==> config.mk <==
export PLATFORM = sky130hd
export DESIGN_NAME = ca_row_gen
export DESIGN_NICKNAME = d
export VERILOG_FILES = /design/src/rtl/ca_pkg.sv /design/src/rtl/ca_rst_sync.sv /design/src/rtl/ca_lfsr.sv /design/src/rtl/ca_nbr_addr.sv /design/src/rtl/ca_pixel_fmt.sv /design/src/rtl/ca_row_gen.sv
export SDC_FILE = /design/constraint.sdc
export NUM_CORES = 1
export LEC_CHECK = 0
export BUFFER_PORTS_ARGS = -buffer_cell sky130_fd_sc_hd__buf_2
export CAP_MARGIN = 20
export CELL_PAD_IN_SITES_DETAIL_PLACEMENT = 0
export CELL_PAD_IN_SITES_GLOBAL_PLACEMENT = 2
export CORE_MARGIN = 2
export CORE_UTILIZATION = 34
export DETAILED_ROUTE_END_ITERATION = 8
export HOLD_SLACK_MARGIN = 0.03
export PLACE_DENSITY_LB_ADDON = 0.1
export SYNTH_ARGS = -nofsm -noshare
export SYNTH_HDL_FRONTEND = slang
export SYNTH_HIERARCHICAL = 1
export SYNTH_SLANG_ARGS = --single-unit
==> constraint.sdc <==
create_clock -name clk -period 4.61 [get_ports clk]
set_input_delay 0.922 -clock clk [delete_from_list [all_inputs] [get_ports clk]]
set_output_delay 0.922 -clock clk [all_outputs]
set_load 0.05 [all_outputs]
==> src/rtl/ca_pkg.sv <==
package ca_pkg;
  typedef enum logic [3:0] {
    ST_INIT,
    ST_SEED,
    ST_SETUP,
    ST_RD,
    ST_CAP,
    ST_WR,
    ST_IDLE,
    ST_SC_RD,
    ST_SC_WR
  } ca_state_e;
endpackage

==> src/rtl/ca_rst_sync.sv <==
module ca_rst_sync #(
  parameter int STAGES = 2
) (
  input  logic clk,
  input  logic rst_n_in,
  output logic rst_n_out
);
  logic [STAGES-1:0] sh;

  always_ff @(posedge clk or negedge rst_n_in) begin
    if (!rst_n_in) sh <= '0;
    else           sh <= {sh[STAGES-2:0], 1'b1};
  end

  assign rst_n_out = sh[STAGES-1];
endmodule

==> src/rtl/ca_lfsr.sv <==
module ca_lfsr #(
  parameter int          W    = 31,
  parameter logic [W-1:0] SEED = 31'h5555_5555
) (
  input  logic         clk,
  input  logic         rst_n,
  input  logic         adv,
  output logic [W-1:0] state
);
  logic [W-1:0] nxt;

  always_comb begin
    nxt = state;
    if (adv) nxt = {state[W-2:0], state[W-4] ^ state[W-1]};
  end

  always_ff @(posedge clk or negedge rst_n) begin
    if (!rst_n) state <= SEED;
    else        state <= nxt;
  end
endmodule

==> src/rtl/ca_nbr_addr.sv <==
module ca_nbr_addr #(
  parameter int COLS     = 320,
  parameter int LAST_COL = 313,
  parameter int AW       = 17,
  parameter int XW       = 9,
  parameter int YW       = 8
) (
  input  logic [XW-1:0] x,
  input  logic [YW-1:0] y,
  input  logic [1:0]    k,
  output logic [AW-1:0] addr,
  output logic          in_range
);
  logic [XW:0]   cx;
  logic [XW:0]   col;
  logic [YW-1:0] row;

  always_comb begin
    cx       = {1'b0, x} + (XW+1)'(k);
    col      = cx - (XW+1)'(1);
    row      = y - YW'(1);
    in_range = (cx != '0) && (col <= (XW+1)'(LAST_COL));
    addr     = AW'(row) * AW'(COLS) + AW'(col);
  end
endmodule

==> src/rtl/ca_pixel_fmt.sv <==
module ca_pixel_fmt #(
  parameter int WORD_W = 16,
  parameter int RW     = 31
) (
  input  logic              live,
  input  logic [RW-1:0]     rnd,
  output logic [WORD_W-1:0] word
);
  localparam int FW     = (WORD_W - 1) / 3;
  localparam int STRIDE = 7;

  logic [WORD_W-1:0] colour;

  always_comb begin
    colour = '0;
    colour[WORD_W-1] = 1'b1;
    for (int i = 0; i < 3; i++) begin
      colour[i*FW + FW-1] = 1'b1;
      for (int b = 0; b < FW-1; b++) colour[i*FW + b] = rnd[i*STRIDE + b];
    end
    word = live ? colour : '0;
  end
endmodule

==> src/rtl/ca_row_gen.sv <==
module ca_row_gen
  import ca_pkg::*;
#(
  parameter int COLS     = 320,
  parameter int ROWS     = 240,
  parameter int LAST_COL = 313,
  parameter int LAST_ROW = 230,
  parameter int WORD_W   = 16,
  parameter int LFSR_W   = 31,
  parameter logic [LFSR_W-1:0] LFSR_SEED = 31'h5555_5555,
  localparam int AW = $clog2(COLS*ROWS)
) (
  input  logic              clk,
  input  logic              rst_n,
  input  logic              start,
  input  logic              seed_rand,
  input  logic              scroll,
  input  logic [7:0]        rule,
  input  logic              grant,
  input  logic [WORD_W-1:0] mem_rdata,
  output logic              mem_req,
  output logic              mem_we,
  output logic [AW-1:0]     mem_addr,
  output logic [WORD_W-1:0] mem_wdata,
  output logic              idle
);
  localparam int XW     = $clog2(COLS);
  localparam int YW     = $clog2(ROWS);
  localparam int ALIVE  = WORD_W - 1;
  localparam int CENTER = (LAST_COL + 1) / 2;

  ca_state_e         st, st_n;
  logic [XW-1:0]     x, x_n;
  logic [YW-1:0]     y, y_n;
  logic [1:0]        k, k_n;
  logic [2:0]        pat, pat_n;
  logic              lock, lock_n;
  logic              mode, mode_n;

  logic              rst_n_s;
  logic [LFSR_W-1:0] rnd;
  logic              rnd_adv;
  logic [AW-1:0]     nb_addr;
  logic              nb_in;
  logic              px_live;
  logic [WORD_W-1:0] px_word;
  logic              req_c, we_c;
  logic              last_x;

  function automatic logic [AW-1:0] pix(input logic [YW-1:0] r, input logic [XW-1:0] c);
    return AW'(r) * AW'(COLS) + AW'(c);
  endfunction

  ca_rst_sync #(.STAGES(2)) u_rst (
    .clk       (clk),
    .rst_n_in  (rst_n),
    .rst_n_out (rst_n_s)
  );

  ca_lfsr #(.W(LFSR_W), .SEED(LFSR_SEED)) u_lfsr (
    .clk   (clk),
    .rst_n (rst_n_s),
    .adv   (rnd_adv),
    .state (rnd)
  );

  ca_nbr_addr #(.COLS(COLS), .LAST_COL(LAST_COL), .AW(AW), .XW(XW), .YW(YW)) u_nbr (
    .x        (x),
    .y        (y),
    .k        (k),
    .addr     (nb_addr),
    .in_range (nb_in)
  );

  ca_pixel_fmt #(.WORD_W(WORD_W), .RW(LFSR_W)) u_fmt (
    .live (px_live),
    .rnd  (rnd),
    .word (px_word)
  );

  assign last_x  = (x == XW'(LAST_COL));
  assign px_live = (st == ST_SEED) ? rnd[LFSR_W-1] : rule[pat];

  // next-state logic
  always_comb begin
    st_n   = st;
    x_n    = x;
    y_n    = y;
    k_n    = k;
    pat_n  = pat;
    lock_n = lock;
    mode_n = mode;
    case (st)
      ST_INIT, ST_IDLE: begin
        if (start) begin
          mode_n = seed_rand;
          x_n    = '0;
          y_n    = '0;
          st_n   = ST_SEED;
        end else if (scroll && st == ST_IDLE) begin
          x_n  = '0;
          st_n = ST_SC_RD;
        end
      end
      ST_SEED: begin
        if (grant) begin
          if (last_x) begin
            x_n  = '0;
            y_n  = YW'(1);
            st_n = ST_SETUP;
          end else begin
            x_n = x + XW'(1);
          end
        end
      end
      ST_SETUP: begin
        lock_n = 1'b0;
        pat_n  = '0;
        k_n    = '0;
        st_n   = ST_RD;
      end
      ST_RD: begin
        if (!grant) lock_n = 1'b1;
        else        st_n   = ST_CAP;
      end
      ST_CAP: begin
        if (!grant) lock_n = 1'b1;
        pat_n = {pat[1:0], nb_in & mem_rdata[ALIVE]};
        if (k == 2'd2) begin
          st_n = ST_WR;
        end else begin
          k_n  = k + 2'd1;
          st_n = ST_RD;
        end
      end
      ST_WR: begin
        st_n = ST_SETUP;
        if (grant && !lock) begin
          if (last_x) begin
            x_n = '0;
            if (y == YW'(LAST_ROW)) st_n = ST_IDLE;
            else                    y_n  = y + YW'(1);
          end else begin
            x_n = x + XW'(1);
          end
        end
      end
      ST_SC_RD: begin
        if (grant) st_n = ST_SC_WR;
      end
      ST_SC_WR: begin
        st_n = ST_SC_RD;
        if (grant) begin
          if (last_x) begin
            x_n  = '0;
            y_n  = YW'(1);
            st_n = ST_SETUP;
          end else begin
            x_n = x + XW'(1);
          end
        end
      end
      default: st_n = ST_INIT;
    endcase
  end

  // memory port
  always_comb begin
    req_c     = 1'b0;
    we_c      = 1'b0;
    mem_addr  = '0;
    mem_wdata = '0;
    case (st)
      ST_SEED: begin
        req_c    = 1'b1;
        we_c     = 1'b1;
        mem_addr = pix('0, x);
        if (mode)        mem_wdata = px_word;
        else if (x == XW'(CENTER)) mem_wdata = '1;
      end
      ST_RD: begin
        req_c    = nb_in;
        mem_addr = nb_addr;
      end
      ST_WR: begin
        req_c     = !lock;
        we_c      = 1'b1;
        mem_addr  = pix(y, x);
        mem_wdata = px_word;
      end
      ST_SC_RD: begin
        req_c    = 1'b1;
        mem_addr = pix(YW'(LAST_ROW), x);
      end
      ST_SC_WR: begin
        req_c     = 1'b1;
        we_c      = 1'b1;
        mem_addr  = pix('0, x);
        mem_wdata = mem_rdata;
      end
      default: ;
    endcase
  end

  assign mem_req = req_c & grant;
  assign mem_we  = mem_req & we_c;
  assign idle    = (st == ST_IDLE);
  assign rnd_adv = grant && (((st == ST_SEED) && mode) ||
                             ((st == ST_WR) && !lock && rule[pat]));

  // state registers
  always_ff @(posedge clk or negedge rst_n_s) begin
    if (!rst_n_s) begin
      st   <= ST_INIT;
      x    <= '0;
      y    <= '0;
      k    <= '0;
      pat  <= '0;
      lock <= 1'b0;
      mode <= 1'b0;
    end else begin
      st   <= st_n;
      x    <= x_n;
      y    <= y_n;
      k    <= k_n;
      pat  <= pat_n;
      lock <= lock_n;
      mode <= mode_n;
    end
  end
endmodule

After elaboration in Yosys (flattened, before gate mapping):

Cells that the tools add are included.

* $lt $le $gt $ge: 2
* add/subtract/negate cells: 9
* mux-type cells: 41
* eq/ne operators: 25
* multipliers: 2
* bitwise logic cells: 4
* reductions and logical operators: 25

Operators by type and width (number)
* $pmux 17 s4: 1
* $mux 16: 3
* $mux 8: 6
* $pmux 16 s3: 1
* $mux 9: 5
* $pmux 4 s8: 1
* $pmux 9 s3: 1
* $mux 4: 6
* $pmux 8 s3: 1
* $mul 8x3->11 const B: 2
* $ne 2x2->1 const B: 10
* $mux 3: 6
* $add 17x10->17: 1
* $add 17x9->17: 1
* $add 17x9->17 const A: 1
* $eq 4x3->1 const B: 4
* $add 9x2->10: 1
* $le 10x9->1 const B: 1
* $reduce_bool 10->1: 1
* $sub 10x1->10 const B: 1
* $add 9x1->9 const B: 1
* $eq 9x8->1 const B: 1
* $eq 9x9->1 const B: 1
* $add 8x1->8 const B: 1
* other kinds (31): 50

* word-level logic and storage cells: 117
* output and inout port bits: 36
* input port bits: 30
* bits in registers: 61

Logic depth before layout (Yosys ltp):

Gate-level depths: netlist of the first run.

* depth after elaboration: 7
* mapped depth: 17
* mapped depth without buffers: 17

Hierarchy:

The synthesis of the first run kept the hierarchy.

By module, submodules not included
* ca_row_gen: cells each 329, area an instance 2777.7 µm², instances 1
* ca_nbr_addr: cells each 186, area an instance 1455.1 µm², instances 1
* ca_lfsr: cells each 68, area an instance 1327.5 µm², instances 1
* ca_pixel_fmt: cells each 17, area an instance 126.4 µm², instances 1
* ca_rst_sync: cells each 3, area an instance 53.8 µm², instances 1

Least setup slack after synthesis of the first run:

OpenSTA, ideal clock, no wires.

* path type: register to output
* start point: register y[3]
* end point: output port mem_addr[15]
* stages on the path, launching flop included: 16
* arrival time: 4.138 ns
* path slack: -0.450 ns
* required time: 3.688 ns
* buffers on the path: 0
* cell sequence: dfrtp_1 or4_1 nor2_1 xnor2_1 inv_1 ha_1 ha_1 and2_1 a22o_1 or3_1 nor4_1 nor2_1 a221o_1 a211oi_1 nand2_1 o21ai_1

* cells in the longest elaborated chain, start to end: 4

RTL lines
* start: declaration: RTL line ca_row_gen.sv:34 `logic [YW-1:0] y, y_n;`
* start signal: assignment: RTL line ca_row_gen.sv:224 `y <= y_n;`
* $sub 8x1->8: RTL line ca_nbr_addr.sv:21 `row = y - YW'(1);`
* $mul 8x3->11: RTL line ca_nbr_addr.sv:23 `addr = AW'(row) * AW'(COLS) + AW'(col);`
* $add 17x10->17: RTL line ca_nbr_addr.sv:23
* named net nb_addr[15]: RTL line ca_row_gen.sv:43 `logic [AW-1:0] nb_addr;`
* $pmux 17 s4: RTL line ca_row_gen.sv:173 `case (st)`
* end: declaration: RTL line ca_row_gen.sv:23 `output logic [AW-1:0] mem_addr,`

The timed path passes the listed nets, and every way through them passes these cells.

Worst setup path in the final report of the first run:

* start point: register y[0]
* end point: output port mem_addr[16]

The elaborated chain is that of the path after synthesis.

==> results.md, run 1 <==
- Worst Setup Start Kind: flop
- Starting Density: 0.3474
- Syn Std Cell Area: 5741 um^2
- CTS Hold Bufs: 0
- Top cells by count, synth: dfrtp_1, ha_1, nand2_1
- Largest area contributor in the synthesized netlist: dfrtp_1
- Top post-synthesis cells by area: dfrtp_1, ha_1, dfstp_2
- Layout cell share with drive strength beyond 1: 0.4330
- Fillcell total: 1606
- Routability Congestion: 0.8062
- Final min period: 5.050 ns
- Final Hold Fails: 0
- Remaining global-route overflow: 0
- CP arrival: 4.13 ns
- Slew @ Worst Pin: 1.000 ns
- Initial DRC count: 242
- Synthesis Warnings: 6
- Largest net degree at the start of global routing: 60
- Most used DFF post-synth: dfrtp_1
- Count leader, synth: dfrtp_1
- MaxCap Viol Count: 0
- Crit end category: primary output
- Slew Viols, Final: 0
- CTS tree: done
- Vias per inst: 5.289
- # H-tree levels: 3
- Initial DRT Pass Iterations: 7
- DRC: 0
- Clock sink count: 61
- Relative slew margins: 0.3330
- Clock skew: 0.009398 ns
- Reg area: 1550 um^2
- Routed wire per std cell: 17.12 um
- Failing checks: setup timing
- Unique cell type count in the Yosys netlist: 88
- Ys async rst share: 1.000
- Routed Antenna Nets: 0
- Crit Path Category: reg2out
- Multi-input gate area: 4288 um^2
- Crit-path max FO: 4
- WHS: 0.3547 ns
- Vias in the first global route: 5192
- Post-synth EDFFs: 0
- Setup-failing EPs final: 11
- Mean Syn Cell Area: 9.520 um^2
- Vert. Die Dim: 133.9 um
- First-pass GRT wire length: 27050 um
- Initial antenna violation count: 0
- GRT Util Overall: 0.1881
- Tcrit/Tclk final: 1.095
- CTS max path bufs: 2
- Row Count: 47
- Diodes inserted: 0
- Register bit total from synthesis: 61
- CP Data Required Time: 3.69 ns
- Max Freq: 198.0 MHz
- Fin nets: 841
- Status: finished, violations left
- Worst-path clk slew: 0.06 ns
- Worst hold-check path type: reg2reg
- TritonCTS buffer count: 9
- Cell count after synthesis: 603
- Reg2Reg Setup Slack: 1.37 ns
- Sequential element share of the synthesized area: 0.2694
- Die area: 17940 um^2
- Worst-Skew Late Latency: 0.33 ns
- RSZ-0062 raised after global routing: yes
- Setup WS post-layout: -0.4401 ns
- Total number of vias: 5231
- Core region area: 16520 um^2
- Detailed Route WL: 16930 um
- Yosys top cell area share: 0.1962
- P&R area growth vs syn: 34.85%
- Clk root buf: clkbuf_16
- Number of port buffers: 65
- Final HPWL DP: 12730 um
- Syn_nets: 680
- Die Wd: 133.9 um
- Top Ports: 66
==> state kept, by name, summed over array words and instances (netlist names) <==
register	flops
u_lfsr/state	31
x	9
y	8
st	4
pat	3
k	2
u_rst/sh	2
lock	1
mode	1
==> worst paths after layout <==
check / from / to / cells past startpoint
worst min register to register: u_rst/sh[0]$_DFF_PN0_ / u_rst/sh[1]$_DFF_PN0_ / 0
worst max register to register: k[0]$_DFFE_PN0P_ / pat[0]$_DFFE_PN0P_ / 14
max in group asynchronous: u_rst/sh[1]$_DFF_PN0_ / y[2]$_DFFE_PN0P_ / 1
worst max-delay path: y[0]$_DFFE_PN0P_ / mem_addr[16] / 18
worst min-delay path: u_rst/sh[0]$_DFF_PN0_ / u_rst/sh[1]$_DFF_PN0_ / 0
min in group asynchronous: rst_n / u_rst/sh[0]$_DFF_PN0_ / 1
==> critical path: stages (launching register included) <==
cell,delay [ns]
dfrtp_1,0.39
buf_6,0.12
or4_4,0.57
nor2_4,0.14
xnor2_2,0.12
inv_2,0.06
ha_4,0.27
ha_4,0.20
and2_4,0.15
a22o_1,0.22
o31a_1,0.32
nor4_4,0.31
and2_4,0.20
nand3_2,0.07
nand2_1,0.07
nor2_1,0.04
o32ai_1,0.25
a41o_2,0.16
buf_8,0.14
==> routing by layer <==
layer  wire length [um]  GRT usage
met4                 95    0.02955
met1               8186     0.2662
met5                  0          0
met3                462    0.02948
met2               8186     0.3091
==> layout by cell type, fill, tap and decap left out, types with 6 or more instances in the layout <==
| cell | count |
|---|---|
| o31ai_1 | 6 |
| buf_6 | 12 |
| nor2_1 | 36 |
| mux2i_1 | 6 |
| and2_2 | 9 |
| ha_1 | 35 |
| nor2b_1 | 8 |
| nand4_1 | 6 |
| buf_4 | 110 |
| nand2b_1 | 8 |
| nand2_1 | 39 |
| a21oi_1 | 20 |
| xnor2_2 | 6 |
| buf_2 | 55 |
| and2_1 | 9 |
| and3_1 | 10 |
| a221o_1 | 16 |
| clkbuf_16 | 9 |
| dfstp_2 | 16 |
| dfrtp_1 | 42 |
| inv_1 | 18 |
| mux2_4 | 28 |
| o21a_1 | 7 |
| xor2_1 | 11 |
| xnor2_1 | 23 |
| nor3_1 | 8 |
| nand3_1 | 20 |
| a22o_1 | 9 |
| o21ai_0 | 25 |
| o21ai_1 | 9 |
==> per-stage QoR <==
stage | cell area, um^2 | utilization | instances | setup TNS (ns) | setup WS [ns]
floorplan | 5871 | - | 603 | -0.3155 | -0.2272
CTS | 7619 | 0.4610 | 985 | -3.476 | -0.4503
global placement | 6958 | 0.4211 | 954 | -0.9610 | -0.2947
detailed placement | 6958 | 0.4211 | 954 | -1.148 | -0.3272
finish | 7741 | 0.4685 | 989 | -2.772 | -0.4401
global route | 7741 | 0.4685 | 989 | -4.696 | -0.6334
==> kinds of logic after synthesis <==
family,count (synthesis),share of synthesized area
xor gates and xnor gates,43,0.06691
AOI/OAI and AO/OA,157,0.2010
and+or+nand+nor,204,0.2007
other,1,0.0006533
adders and majority gates,48,0.1094
buffers and inverters,48,0.05057
DFF,61,0.2694
muxes,41,0.1013
==> final cells by class <==
cell class | instances | share of cell area
sequential | 61 | 0.2003
multi-input combinational | 494 | 0.5539
clock buffer | 10 | 0.03087
tap | 220 | 0.03556
inverter | 20 | 0.009698
timing repair buffer | 178 | 0.1616
clock inverter | 6 | 0.008081
==> repair_timing <==
action | CTS | global route
setup buffers | 15 | 6
endpoints found under the hold margin | 0 | 0
pin swaps | 34 | 23
setup endpoints to repair | 11 | 11
gates cloned | 0 | 0
gates resized for setup | 53 | 19
Power of run 1 is left out: the tool's default activity adds up to more than one toggle a clock period on the data nets, which glitch-free logic cannot reach.
==> run 2: changes to the inputs <==
--- a/config.mk
+++ b/config.mk
@@ -9,6 +9,7 @@
 export CAP_MARGIN = 20
 export CELL_PAD_IN_SITES_DETAIL_PLACEMENT = 0
 export CELL_PAD_IN_SITES_GLOBAL_PLACEMENT = 2
+export CORE_ASPECT_RATIO = 0.7
 export CORE_MARGIN = 2
 export CORE_UTILIZATION = 34
 export DETAILED_ROUTE_END_ITERATION = 8
==> results.md, run 2 (synthesized netlist as in run 1, its figures left out) <==
- CP Data Required Time: 3.69 ns
- Critical path startpoint: y[2]$_DFFE_PN0P_
- Slew Viols, Final: 0
- Worst-path clk slew: 0.05 ns
- Clock sink count: 61
- Vias per inst: 5.275
- Worst hold-check path type: reg2reg
- Starting Density: 0.3501
- Cells after DPL: 959
- Setup WS post-layout: -0.4378 ns
- RSZ-0062 raised after global routing: yes
- CTS tree: done
- CTS Hold Bufs: 0
- MaxCap Viol Count: 0
- Setup-failing EPs final: 9
- Layout cell share with drive strength beyond 1: 0.4581
- Die Wd: 159.3 um
- Total number of vias: 5275
- Clock skew: 0.007075 ns
- Most frequent cells in the layout: buf_4, buf_2, dfrtp_1, nand2_1
- Leading cell type in the layout, fill and taps excluded: buf_4
- TritonCTS buffer count: 9
- Max Freq: 198.1 MHz
- Remaining global-route overflow: 0
- Final min period: 5.048 ns
- Worst Setup EP: mem_addr[13]
- Regs by FF count: u_lfsr/state: 31 flops, x: 9 flops, y: 8 flops
- Initial antenna violation count: 0
- # H-tree levels: 3
- Fin nets: 847
- Fillcell total: 1570
- Relative slew margins: 0.3102
- Clk root buf: clkbuf_16
- Crit-path max FO: 3
- Status: finished, violations left
- Non-filler cells, final: 1000
- Core region area: 16400 um^2
- Layout Utilization: 0.4845
- Initial DRC count: 336
- Vert. Die Dim: 112.7 um
- Routed Antenna Nets: 0
- Multi-input gate area: 4404 um^2
- Routability Congestion: 0.8618
- Worst-Skew Late Latency: 0.33 ns
- Row Count: 39
- R2R depth: 15
- Max reg flops: 31
- Worst Setup Start Kind: flop
- First-pass GRT wire length: 26720 um
- Reg area: 1550 um^2
- Largest register by flop count: u_lfsr/state
- Crit Path Category: reg2out
- GRT Util Overall: 0.1848
- CP arrival: 4.13 ns
- Largest net degree at the start of global routing: 60
- P&R area growth vs syn: 38.38%
- Initial DRT Pass Iterations: 5
- Final HPWL DP: 12310 um
- Tcrit/Tclk final: 1.095
- Reg2Reg Setup Slack: 1.31 ns
- Crit end category: primary output
- Slew @ Worst Pin: 1.035 ns
- Number of port buffers: 65
- Final Hold Fails: 0
- Routed wire per std cell: 16.64 um
- Failing checks: setup timing
- Die area: 17960 um^2
- Detailed Route WL: 16640 um
- Diodes inserted: 0
- Top Ports: 66
- DRC: 0
- Vias in the first global route: 5074
- R2R Path End: pat[0]$_DFFE_PN0P_
- RR Startpoint: x[1]$_DFFE_PN0P_
- CTS max path bufs: 2
run 2: worst min path at each step:
stage	to	slack [ns]	start	cells past startpoint
final	u_rst/sh[1]$_DFF_PN0_	0.35	u_rst/sh[0]$_DFF_PN0_	0
after global routing	u_rst/sh[0]$_DFF_PN0_	0.36	rst_n	1
after CTS	u_rst/sh[1]$_DFF_PN0_	0.35	u_rst/sh[0]$_DFF_PN0_	0
after detailed placement	u_rst/sh[1]$_DFF_PN0_	0.34	u_rst/sh[0]$_DFF_PN0_	0
after global placement	u_rst/sh[1]$_DFF_PN0_	0.34	u_rst/sh[0]$_DFF_PN0_	0
after floorplan	u_rst/sh[1]$_DFF_PN0_	0.33	u_rst/sh[0]$_DFF_PN0_	0
run 2: per-stage QoR:
stage                     hold WS [ns]  setup TNS [ns]  setup slack [ns]  instance area, um^2
after floorplan                 0.3312         -0.3155           -0.2272                 5871
after global placement          0.3380          -1.236           -0.3250                 6964
after detailed placement        0.3427          -1.374           -0.3904                 6964
after CTS                       0.3548          -3.101           -0.5102                 7714
after global routing            0.3580          -4.693           -0.5995                 7944
final                           0.3521          -2.709           -0.4378                 7944
run 2: layout make-up:
type                    instances  share of cell area
repair buffers                184              0.1687
flip-flops and latches         61              0.1951
clock inverters                 6            0.008033
well taps                     225             0.03544
inverters                      20            0.009450
clock buffers                  10             0.02882
multi-input cells             494              0.5544
run 2: per-layer routing:
layer,GRT usage,wire (um),up-vias
li1,-,-,2580
met1,0.2872,8668,2583
met2,0.2728,7258,104
met3,0.03043,623,8
met4,0.02727,87,0
met5,0,0,-
run 2: timing repair:
item	4_1_cts	5_1_grt
hold endpoints to repair	0	0
setup buffers	22	6
resized for setup	68	37
endpoints found under the setup margin	11	11
pin swaps	53	30
run 2: worst max-delay path, cell delays in order, from the launching register on:
cell and delay, ns:
dfrtp_2 0.39, or4_4 0.58, nand2_4 0.11, ha_4 0.21
ha_4 0.16, fa_2 0.39, xor2_2 0.21, nand2_2 0.09
or3_4 0.39, buf_4 0.14, buf_4 0.13, or4b_1 0.51
o311ai_1 0.10, nand2_1 0.12, o221ai_4 0.08, buf_6 0.18
Power of run 2 is left out for the same reason.
